`config.mk`:
```
export PLATFORM = sky130hd
export DESIGN_NAME = mpx_pixel_demux
export DESIGN_NICKNAME = d
export VERILOG_FILES = /design/src/rtl/mpx_pkg.sv /design/src/rtl/mpx_neg_capture.sv /design/src/rtl/mpx_cfg_latch.sv /design/src/rtl/mpx_pair_core.sv /design/src/rtl/mpx_line_timer.sv /design/src/rtl/mpx_pixel_demux.sv
export SDC_FILE = /design/constraint.sdc
export NUM_CORES = 1
export LEC_CHECK = 0
export CORE_ASPECT_RATIO = 1.1
export CORE_MARGIN = 1.5
export CORE_UTILIZATION = 40
export DETAILED_ROUTE_END_ITERATION = 10
export GPL_ROUTABILITY_DRIVEN = 0
export PLACE_DENSITY = 0.72
export SETUP_SLACK_MARGIN = 0.1
export SYNTH_ARGS = -nofsm -noshare
export SYNTH_HDL_FRONTEND = slang
export SYNTH_SLANG_ARGS = --single-unit
export TNS_END_PERCENT = 1
```
`constraint.sdc`:
```
create_clock -name clk_i -period 3.32 [get_ports clk_i]
set_input_delay 0.332 -clock clk_i [delete_from_list [all_inputs] [get_ports clk_i]]
set_output_delay 0.332 -clock clk_i [all_outputs]
set_load 0.005 [all_outputs]
```
`src/rtl/mpx_pkg.sv`:
```
`timescale 1ns/1ps
package mpx_pkg;

    typedef enum logic [1:0] {
        MODE_DUAL   = 2'b00,
        MODE_SINGLE = 2'b01,
        MODE_GANG   = 2'b10
    } mode_e;

    typedef struct packed {
        logic de;
        logic hs;
        logic vs;
    } tim_t;

endpackage

```
`src/rtl/mpx_neg_capture.sv`:
```
`timescale 1ns/1ps
// Falling-edge sampler for the half-word and its timing bits.
module mpx_neg_capture #(
    parameter int unsigned HALF_W = 12
) (
    input  logic              clk_i,
    input  logic              rst_ni,
    input  logic [HALF_W-1:0] d_i,
    input  mpx_pkg::tim_t     tim_i,
    output logic [HALF_W-1:0] d_o,
    output mpx_pkg::tim_t     tim_o
);
    typedef struct packed {
        logic [HALF_W-1:0] d;
        mpx_pkg::tim_t     t;
    } neg_t;

    neg_t neg_d, neg_q;

    always_comb begin
        neg_d   = neg_q;
        neg_d.d = d_i;
        neg_d.t = tim_i;
    end

    always_ff @(negedge clk_i or negedge rst_ni) begin
        if (!rst_ni) neg_q <= '0;
        else         neg_q <= neg_d;
    end

    assign d_o   = neg_q.d;
    assign tim_o = neg_q.t;
endmodule

```
`src/rtl/mpx_cfg_latch.sv`:
```
`timescale 1ns/1ps
// Loads mode and edge select only inside vertical blanking.
module mpx_cfg_latch (
    input  logic          clk_i,
    input  logic          rst_ni,
    input  logic          vs_i,
    input  logic [1:0]    mode_i,
    input  logic          fall_i,
    output mpx_pkg::mode_e mode_o,
    output logic          fall_o
);
    typedef struct packed {
        mpx_pkg::mode_e mode;
        logic           fall;
    } cfg_t;

    cfg_t cfg_d, cfg_q;

    always_comb begin
        cfg_d = cfg_q;
        if (vs_i && (mode_i != 2'b11)) begin
            cfg_d.mode = mpx_pkg::mode_e'(mode_i);
            cfg_d.fall = fall_i;
        end
    end

    always_ff @(posedge clk_i or negedge rst_ni) begin
        if (!rst_ni) cfg_q <= '{mode: mpx_pkg::MODE_DUAL, fall: 1'b0};
        else         cfg_q <= cfg_d;
    end

    assign mode_o = cfg_q.mode;
    assign fall_o = cfg_q.fall;
endmodule

```
`src/rtl/mpx_pair_core.sv`:
```
`timescale 1ns/1ps
// Joins half-words into pixels and delays timing to match.
module mpx_pair_core #(
    parameter int unsigned HALF_W = 12,
    localparam int unsigned PIX_W = 2 * HALF_W
) (
    input  logic              clk_i,
    input  logic              rst_ni,
    input  mpx_pkg::mode_e    mode_i,
    input  logic [HALF_W-1:0] cw_i,
    input  mpx_pkg::tim_t     ctim_i,
    input  logic [HALF_W-1:0] hi_i,
    input  logic [HALF_W-1:0] d2_i,
    output logic [PIX_W-1:0]  pix_o,
    output logic              valid_o,
    output mpx_pkg::tim_t     tim_o
);
    import mpx_pkg::*;

    typedef struct packed {
        logic [HALF_W-1:0] lo;
        logic              phase;
        tim_t              st;
        logic [PIX_W-1:0]  pix;
        logic              valid;
        tim_t              ot;
    } pair_t;

    pair_t pr_d, pr_q;

    always_comb begin
        pr_d       = pr_q;
        pr_d.valid = 1'b0;
        pr_d.st    = ctim_i;
        unique case (mode_i)
            MODE_DUAL: begin
                pr_d.lo    = cw_i;
                pr_d.phase = 1'b0;
                pr_d.ot    = pr_q.st;
                if (pr_q.st.de) begin
                    pr_d.pix   = {hi_i, pr_q.lo};
                    pr_d.valid = 1'b1;
                end
            end
            MODE_SINGLE: begin
                pr_d.ot = ctim_i;
                if (!ctim_i.de) begin
                    pr_d.phase = 1'b0;
                end else if (!pr_q.phase || !pr_q.st.de) begin
                    pr_d.lo    = cw_i;
                    pr_d.phase = 1'b1;
                end else begin
                    pr_d.pix   = {cw_i, pr_q.lo};
                    pr_d.valid = 1'b1;
                    pr_d.phase = 1'b0;
                end
            end
            default: begin
                pr_d.ot    = ctim_i;
                pr_d.phase = 1'b0;
                if (ctim_i.de) begin
                    pr_d.pix   = {d2_i, cw_i};
                    pr_d.valid = 1'b1;
                end
            end
        endcase
    end

    always_ff @(posedge clk_i or negedge rst_ni) begin
        if (!rst_ni) pr_q <= '0;
        else         pr_q <= pr_d;
    end

    assign pix_o   = pr_q.pix;
    assign valid_o = pr_q.valid;
    assign tim_o   = pr_q.ot;
endmodule

```
`src/rtl/mpx_line_timer.sv`:
```
`timescale 1ns/1ps
// Counts delivered pixels per line and raises the TV-active flag.
module mpx_line_timer #(
    parameter int unsigned CNT_W = 12
) (
    input  logic             clk_i,
    input  logic             rst_ni,
    input  logic             hs_i,
    input  logic             valid_i,
    input  logic [CNT_W-1:0] sav_i,
    output logic             tv_o
);
    typedef struct packed {
        logic [CNT_W-1:0] cnt;
        logic             hsp;
        logic             tv;
    } lt_t;

    lt_t lt_d, lt_q;

    always_comb begin
        lt_d     = lt_q;
        lt_d.hsp = hs_i;
        if (hs_i && !lt_q.hsp) begin
            lt_d.cnt = '0;
            lt_d.tv  = 1'b0;
        end else if (valid_i) begin
            if (lt_q.cnt >= sav_i) lt_d.tv = 1'b1;
            if (lt_q.cnt != '1)    lt_d.cnt = lt_q.cnt + 1'b1;
        end
    end

    always_ff @(posedge clk_i or negedge rst_ni) begin
        if (!rst_ni) lt_q <= '0;
        else         lt_q <= lt_d;
    end

    assign tv_o = lt_q.tv;
endmodule

```
`src/rtl/mpx_pixel_demux.sv`:
```
`timescale 1ns/1ps
module mpx_pixel_demux #(
    parameter int unsigned HALF_W = 12,
    parameter int unsigned CNT_W  = 12,
    localparam int unsigned PIX_W = 2 * HALF_W
) (
    input  logic              clk_i,
    input  logic              rst_ni,
    input  logic [HALF_W-1:0] d1_i,
    input  logic [HALF_W-1:0] d2_i,
    input  logic              de_i,
    input  logic              hs_i,
    input  logic              vs_i,
    input  logic [1:0]        cfg_mode_i,
    input  logic              cfg_fall_i,
    input  logic [CNT_W-1:0]  cfg_sav_i,
    output logic [PIX_W-1:0]  pix_o,
    output logic              valid_o,
    output logic              hs_o,
    output logic              vs_o,
    output logic              panel_act_o,
    output logic              tv_act_o
);
    import mpx_pkg::*;

    tim_t              tim_in, neg_tim, cur_tim, out_tim;
    logic [HALF_W-1:0] neg_word, cur_word;
    mode_e             mode_q;
    logic              fall_q;
    logic              use_neg;

    assign tim_in.de = de_i;
    assign tim_in.hs = hs_i;
    assign tim_in.vs = vs_i;

    mpx_neg_capture #(.HALF_W(HALF_W)) neg_cap_i (
        .clk_i  (clk_i),
        .rst_ni (rst_ni),
        .d_i    (d1_i),
        .tim_i  (tim_in),
        .d_o    (neg_word),
        .tim_o  (neg_tim)
    );

    mpx_cfg_latch cfg_i (
        .clk_i  (clk_i),
        .rst_ni (rst_ni),
        .vs_i   (vs_i),
        .mode_i (cfg_mode_i),
        .fall_i (cfg_fall_i),
        .mode_o (mode_q),
        .fall_o (fall_q)
    );

    // Single-edge falling select takes its words from the falling-edge sampler.
    assign use_neg  = (mode_q == MODE_SINGLE) && fall_q;
    assign cur_word = use_neg ? neg_word : d1_i;
    assign cur_tim  = use_neg ? neg_tim  : tim_in;

    mpx_pair_core #(.HALF_W(HALF_W)) pair_i (
        .clk_i   (clk_i),
        .rst_ni  (rst_ni),
        .mode_i  (mode_q),
        .cw_i    (cur_word),
        .ctim_i  (cur_tim),
        .hi_i    (neg_word),
        .d2_i    (d2_i),
        .pix_o   (pix_o),
        .valid_o (valid_o),
        .tim_o   (out_tim)
    );

    assign hs_o        = out_tim.hs;
    assign vs_o        = out_tim.vs;
    assign panel_act_o = out_tim.de;

    mpx_line_timer #(.CNT_W(CNT_W)) timer_i (
        .clk_i   (clk_i),
        .rst_ni  (rst_ni),
        .hs_i    (hs_o),
        .valid_i (valid_o),
        .sav_i   (cfg_sav_i),
        .tv_o    (tv_act_o)
    );
endmodule

```
; After elaboration in Yosys (flattened, before gate mapping)
; Index checks and enable logic that the tools add are counted.
[totals]
n_memories = 0
ramBits = 0
mem_bits_ro = 0
regBits = 76
input_bits = 44
latch_bits = 0
[op_classes]
div_mod_pow = 0
n_lt_le_gt_ge = 1
n_bitwise = 0
n_shift = 0
eq_ne = 7
multipliers = 0
n_mux = 19
reduce_logical = 17
add_sub_neg = 1
[ops]
columns = cell, n
row1 = 25-bit 2-to-1 mux, 4
row2 = 12-bit 2-to-1 mux, 6
row3 = 28-bit one-hot mux with 2 select lines, 1
row4 = 12-bit one-hot mux with 2 select lines, 1
row5 = 12-bit by 1-bit adder with 12-bit output (second input constant), 1
row6 = 12-bit greater-or-equal comparator, 1
row7 = 12-bit inequality test (second input constant), 1
row8 = 2-bit nonzero test, 5
row9 = 1-bit 2-to-1 mux, 6
row10 = 2-bit by 1-bit inequality test with 1-bit output (second input constant), 3
row11 = 2-bit inequality test (second input constant), 2
row12 = 2-bit AND reduction, 2
row13 = 4-bit AND reduction, 1
row14 = 1-bit logical AND, 3
row15 = 1-bit logical NOT, 3
row16 = 3-bit 2-to-1 mux, 1
row17 = 3-bit AND reduction, 1
row18 = 2-bit by 1-bit equality test with 1-bit output (second input constant), 1
row19 = 2-bit logical NOT, 1
row20 = 1-bit logical OR, 1

; Logic depth before layout (Yosys ltp)
; Gate-level depths: netlist of run 1.
[depth]
word_depth = 6
depth_mapped = 7
ltp_nobuf = 7

; Cells and area by module
; A second synthesis of run 1 with hierarchy kept.
[unflattened]
cells_unflattened = 358
area_unflattened_um2 = 4076.4
[modules_own_cells]
columns = mod, seq_area_each_um2, area_each_um2, instances, cells_per_inst
row1 = mpx_pair_core, 1101.1, 2237.1, 1, 192
row2 = mpx_line_timer, 350.3, 1096.1, 1, 124
row3 = mpx_neg_capture, 375.4, 375.4, 1, 15
row4 = mpx_pixel_demux, 0.0, 237.7, 1, 17
row5 = mpx_cfg_latch, 75.1, 130.1, 1, 10

==> results of run 1 <==
[power groups by stage]
| stage | combinational [mW] | sequential (mW) | clock (mW) |
|---|---|---|---|
| after global routing | 0.798 | 1.24 | 0.887 |
| final | 0.715 | 1.21 | 0.832 |
| after CTS | 0.701 | 1.21 | 0.844 |
| after detailed placement | 0.696 | 1.23 | 0 |
| after global placement | 0.680 | 1.23 | 0 |
| after floorplan | 0.482 | 1.19 | 0 |
[per-layer routing]
metal | part of all wire | routed length [µm] | track usage
met4 | 0.026 | 221 | 0.08403
met1 | 0.43 | 3672 | 0.2486
met5 | 0 | 0 | 0
met3 | 0.053 | 453 | 0.02620
met2 | 0.50 | 4269 | 0.2928
[area by class of cell]
class                   instances  area, µm²  share of cell area
clock buffers                  11      131.4             0.02738
multi-input cells             218       1570              0.3272
inverters                      28      105.1             0.02190
repair buffers                 86      843.3              0.1757
flip-flops and latches         76       1902              0.3963
well taps                     117      146.4             0.03051
clock inverters                 5      100.1             0.02086
[how the worst max path moves through the flow]
stage                        to  slack, ns  cells after the start
2_1_floorplan   pair_i.pr_q[34]       0.17                      5
3_3_place_gp    pair_i.pix_o[9]      -0.07                      4
3_5_place_dp    pair_i.pix_o[5]      -0.14                      4
4_1_cts        pair_i.pix_o[15]       0.01                      6
5_1_grt         pair_i.pix_o[6]       0.01                      6
6_report        pair_i.pr_q[35]       0.09                      5
[critical path, cell delays in order, from the launching register on]
cell,delay [ns]
dfrtn_1,0.34
buf_4,0.14
mux2_4,0.29
a21boi_4,0.17
or2_4,0.22
mux2_4,0.32
[logic make-up after synthesis]
family                   count (synthesis)  synth area share
AO/OA/AOI/OAI                           79            0.1538
XOR/XNOR                                 6           0.01387
adder cells (fa/ha/maj)                 13           0.04292
buffers and inverters                   65           0.09442
flip-flops                              76            0.5018
multiplexers                            25           0.07560
AND/OR/NAND/NOR                         94            0.1175
[registers in the layout, indices dropped and copies added (netlist names)]
register,flops
cfg_i.fall_o,1
cfg_i.mode_o,2
neg_cap_i.d_o,12
neg_cap_i.tim_o,3
pair_i.pix_o,24
pair_i.pr_q,16
pair_i.tim_o,3
pair_i.valid_o,1
timer_i.lt_q,13
timer_i.tv_o,1
[through the flow]
stage / TNS (ns) / util / power (mW)
floorplan: 0 / - / 1.668
global placement: -0.7964 / 0.4830 / 1.906
detailed placement: -1.470 / 0.4830 / 1.926
CTS: 0 / 0.5081 / 2.759
global route: 0 / 0.5157 / 2.920
finish: 0 / 0.5157 / 2.760
[Yosys cell counts (2+ instances only)]
cell type	count	area share
a21o_1	2	0.0040
a21oi_1	21	0.028
a221o_1	12	0.032
a221oi_1	7	0.016
a222oi_1	5	0.013
a31oi_1	2	0.0033
and2_1	2	0.0033
and3_1	2	0.0033
buf_2	4	0.0053
buf_4	25	0.050
buf_6	2	0.0059
clkbuf_1	6	0.0059
dfrtn_1	15	0.099
dfrtp_1	61	0.40
ha_1	13	0.043
inv_1	28	0.028
mux2_2	13	0.039
mux2_4	4	0.016
mux2i_1	8	0.021
nand2_1	15	0.015
nand2b_1	3	0.0050
nand3_1	3	0.0040
nand4_1	3	0.0050
nor2_1	42	0.042
nor2b_1	3	0.0050
nor3_1	14	0.018
o21a_1	2	0.0040
o21ai_0	18	0.024
o22ai_1	2	0.0033
xnor2_1	5	0.012
[what timing repair did]
action,CTS,global route
hold endpoints to repair,0,0
gates cloned,0,1
hold buffers,0,0
endpoints found under the setup margin,19,28
resized for setup,1,10
setup buffers,0,4
pin swaps,0,6
==> results.md, run 1 <==
- Outcome: finished with violations
- Failing checks: negative hold slack
- Slew @ Worst Pin: ~0.75 ns
- Capturing point of the worst reg2reg path: pair_i.pr_q[35]
- Largest net degree at the start of global routing: 50
- Initial antenna violation count: 0
- Number of global-route vias before repair: 2978
- Post-Syn Area: 3790 µm²
- Int Power: 2.009 mW
- Drt initial violations: 186
- Mapped Avg Cell Area: between 10 and 15 µm²
- Core ar.: 9305 µm²
- RSZ-0062 raised after global routing: yes
- Die area: 10070 µm²
- Rows: 37
- Slew HR: 0.4991
- RR Startpoint: neg_cap_i.tim_o[2]
- Setup crit end kind: register
- Placed insts: 520
- Combinational power share: 0.259
- Reg2reg setup slack: 0.09 ns
- DP HPWL: a little under 6 mm
- Arr. time, crit path: 3.47 ns
- Sink Count: 76
- Flop and latch count out of synthesis: 76
- PortBufs: 72
- PnR worst setup slack: around 0.086 ns
- Power density over cell area: 575.3 nW/µm²
- Layout area overhead: 26.61%
- Clock latency on the worst-skew pair: 0.34 ns
- Die height: 105.1 µm
- Net Count, Synth: ~420
- Leak pwr: around 2.1 nW
- Max Root-Sink Buffers: 2
- Yosys warnings: 0
- WL/cell: 15.93 µm
- 1st-pass router iterations: 5
- DR vias: 2887
- GRT Util Overall: 0.1853
- CTS buffer count: 9
- Reg clk slew, reported paths: 0.08 ns
- Synth unique cells: 46
- Fill cells: ~830
- Commonest non-fill, non-tap cell in the layout: clkdlybuf4s50_1
- Syn Inst Count: 358
- Flop pwr share: 0.440
- WP data required: 3.55 ns
- Die Span X: 95.81 µm
- GR Overflow Total: 0
- Pre-CTS WS: -0.1374 ns
- Max Slew Vio Count: 0
- Worst vdd ir: 0.0002010 V
- Worst setup path category: reg2reg
- Critical path startpoint: neg_cap_i.tim_o[2]
- Most frequent cells in the layout: clkdlybuf4s50_1 (71), dfrtp_1 (61), nor2_1 (40)
- Crit start category: register
- Drt drc: 0
- Switching part of the total: 0.2723
- Post-DP Area: between 4000 and 5000 µm²
- Vias per cell: about 5.3
- Post-route cell area: 4798 µm²
- First-pass GRT wire length: 14.37 mm
- Fin nets: 476
- Non-Filler Instances: 541
- Seq/Total Area, Yosys: 0.5018
- Htree depth: 3
- Clk_skew: between 0.015 and 0.02 ns
- Share of layout cells above drive strength 1: 0.1344
- Async SR Flop Fraction: 1.000
- CTS tree: built
- Clk network pwr share: 0.301
- Clk root buf: clkbuf_8
- Post-synth EDFFs: 0
- Num ports: 73
- Hold WS: -0.001064 ns
- # diodes: 0
- Endpoints failing hold: 1
- Hold WC Path Type: in2async
- CP Max Fanout: 6
- P_sw: 0.7517 mW
- Final setup viols: 0
- Top FF cell, synth: dfrtp_1
- Worst-case reg-to-reg path depth: 5
- Post-DRT Antenna Nets: 0
- Routed WL: 8.617 mm
- Max-Cap Viols: 0
- Initial Util: 0.4073
Note: power is estimated with default switching activity, not from simulation.
==> run 2, diff against run 1 <==
--- a/config.mk
+++ b/config.mk
@@ -7,10 +7,10 @@
 export LEC_CHECK = 0
 export CORE_ASPECT_RATIO = 1.1
 export CORE_MARGIN = 1.5
-export CORE_UTILIZATION = 40
+export CORE_UTILIZATION = 45
 export DETAILED_ROUTE_END_ITERATION = 10
 export GPL_ROUTABILITY_DRIVEN = 0
-export PLACE_DENSITY = 0.72
+export PLACE_DENSITY = 0.79
 export SETUP_SLACK_MARGIN = 0.1
 export SYNTH_ARGS = -nofsm -noshare
 export SYNTH_HDL_FRONTEND = slang
==> results.md, run 2 (same netlist as run 1, synthesis figures left out) <==
- Register area: 1902 µm²
- Share of layout cells above drive strength 1: 0.1256
- Pre-CTS WS: -0.09942 ns
- Capturing point of the worst reg2reg path: pair_i.pr_q[32]
- Crit path cell chain: buf_4, mux2_4, a21boi_4, or2_4, mux2_2
- Worst setup path category: reg2reg
- Htree depth: 3
- Crit start category: register
- Max-Cap Viols: 0
- Rows: 34
- Non-Filler Instances: 530
- Most frequent cells in the layout: clkdlybuf4s50_1 (71), dfrtp_1 (61), nor2_1 (40)
- GR Overflow Total: 0
- Power density over cell area: 541.5 nW/µm²
- Die height: 99.25 µm
- Crit-path slowest cell: dfrtn_1
- Reg2reg setup slack: 0.09 ns
- Layout area overhead: 23.80%
- Routed WL: approximately 8.4 mm
- WP data required: around 3.6 ns
- 1st-pass router iterations: 7
- Worst vdd ir: 0.0003242 V
- GRT Util Overall: 0.1940
- Clk root buf: clkbuf_8
- Slew @ Worst Pin: ~0.73 ns
- PnR worst setup slack: between 0.08 and 0.09 ns
- Setup crit end kind: register
- Clk_skew: roughly 0.018 ns
- Arr. time, crit path: 3.46 ns
- Max Root-Sink Buffers: 2
- Sink Count: 76
- RR Startpoint: neg_cap_i.tim_o[2]
- DP HPWL: 5.915 mm
- Core ar.: 8040 µm²
- Initial Util: 0.4714
- PortBufs: 72
- CTS buffer count: 9
- WP buf/inv: 1
- Vias per cell: 5.434
- WL/cell: 15.86 µm
- Outcome: finished with violations
- Hold WC Path Type: in2async
- Max incr delay on CP: 0.35 ns
- Leak pwr: 2.093 nW
- Post-DP Area: ~4500 µm²
- CP Max Fanout: 7
- Final setup viols: 0
- Multi-input gate area: around 1600 µm²
- Worst-case reg-to-reg path depth: 5
- Largest net degree at the start of global routing: 50
- Num ports: 73
- Hold_buf cts: 0
- Die Span X: 90.50 µm
- Commonest non-fill, non-tap cell in the layout: clkdlybuf4s50_1
- Failing checks: negative hold slack
- Delay-heaviest family, CP: multiplexers
- Drt initial violations: roughly 160
- # diodes: 0
- Drt drc: 0
- RSZ-0062 raised after global routing: yes
- Fin util: 0.5836
- Post-route cell area: 4692 µm²
- Fill cells: 656
- Clock latency on the worst-skew pair: 0.35 ns
- Max Slew Vio Count: 0
- Initial antenna violation count: 0
- Reg clk slew, reported paths: 0.08 ns
- Endpoints failing hold: 1
- Max reg flops: 24
- Hold WS: -0.005623 ns
- Placed insts: 511
- Fin nets: 474
- Number of global-route vias before repair: 2882
- Setup TNS: 0 ns
- First-pass GRT wire length: 13.76 mm
- Post-DRT Antenna Nets: 0
- Slew HR: 0.5134
- CTS tree: built
- DR vias: 2880
- Die area: ~9000 µm²
-- run 2: worst max path at each step --
stage	start	endpoint	slack, ns	cells past startpoint
after floorplan	neg_cap_i.tim_o[2]	pair_i.pr_q[34]	0.17	5
after global placement	neg_cap_i.tim_o[2]	pair_i.pix_o[8]	0.01	4
after detailed placement	neg_cap_i.tim_o[2]	pair_i.pix_o[0]	-0.1	4
after CTS	neg_cap_i.tim_o[2]	pair_i.pix_o[13]	0.08	6
after global routing	neg_cap_i.tim_o[2]	pair_i.pix_o[23]	0.05	6
final	neg_cap_i.tim_o[2]	pair_i.pr_q[32]	0.09	5
-- run 2: area by class of cell --
type | count | area share
flip-flops and latches | 76 | 0.4053
multi-input cells | 218 | 0.3339
repair buffers | 84 | 0.1749
clock buffers | 14 | 0.03253
well taps | 108 | 0.02880
inverters | 28 | 0.02240
clock inverters | 2 | 0.002133
-- run 2: metrics by stage --
step	power (mW)	hold WS [ns]
6_report	2.541	-0.005623
5_1_grt	2.683	0.04564
4_1_cts	2.547	0.01216
3_5_place_dp	1.930	0.3865
3_3_place_gp	1.906	0.3817
2_1_floorplan	1.668	0.03641
-- run 2: per-layer routing --
metal | share of wire | track usage | vias up
met5 | 0 | 0 | -
met4 | 0.014 | 0.07570 | 0
met3 | 0.057 | 0.03517 | 13
met2 | 0.50 | 0.3227 | 115
met1 | 0.43 | 0.2522 | 1386
li1 | - | - | 1366
-- run 2: power by group --
group          leakage (nW)  switching (mW)  internal [mW]  total [mW]
Combinational          1.08           0.298          0.412       0.710
Clock                0.0844           0.326          0.291       0.617
Sequential            0.930           0.120           1.09        1.21
-- run 2: what timing repair did --
item,in CTS,in global routing
resized for setup,2,3
pin swaps,1,3
setup buffers,2,0
cloned,0,1
endpoints found under the setup margin,19,21
hold endpoints to repair,0,0
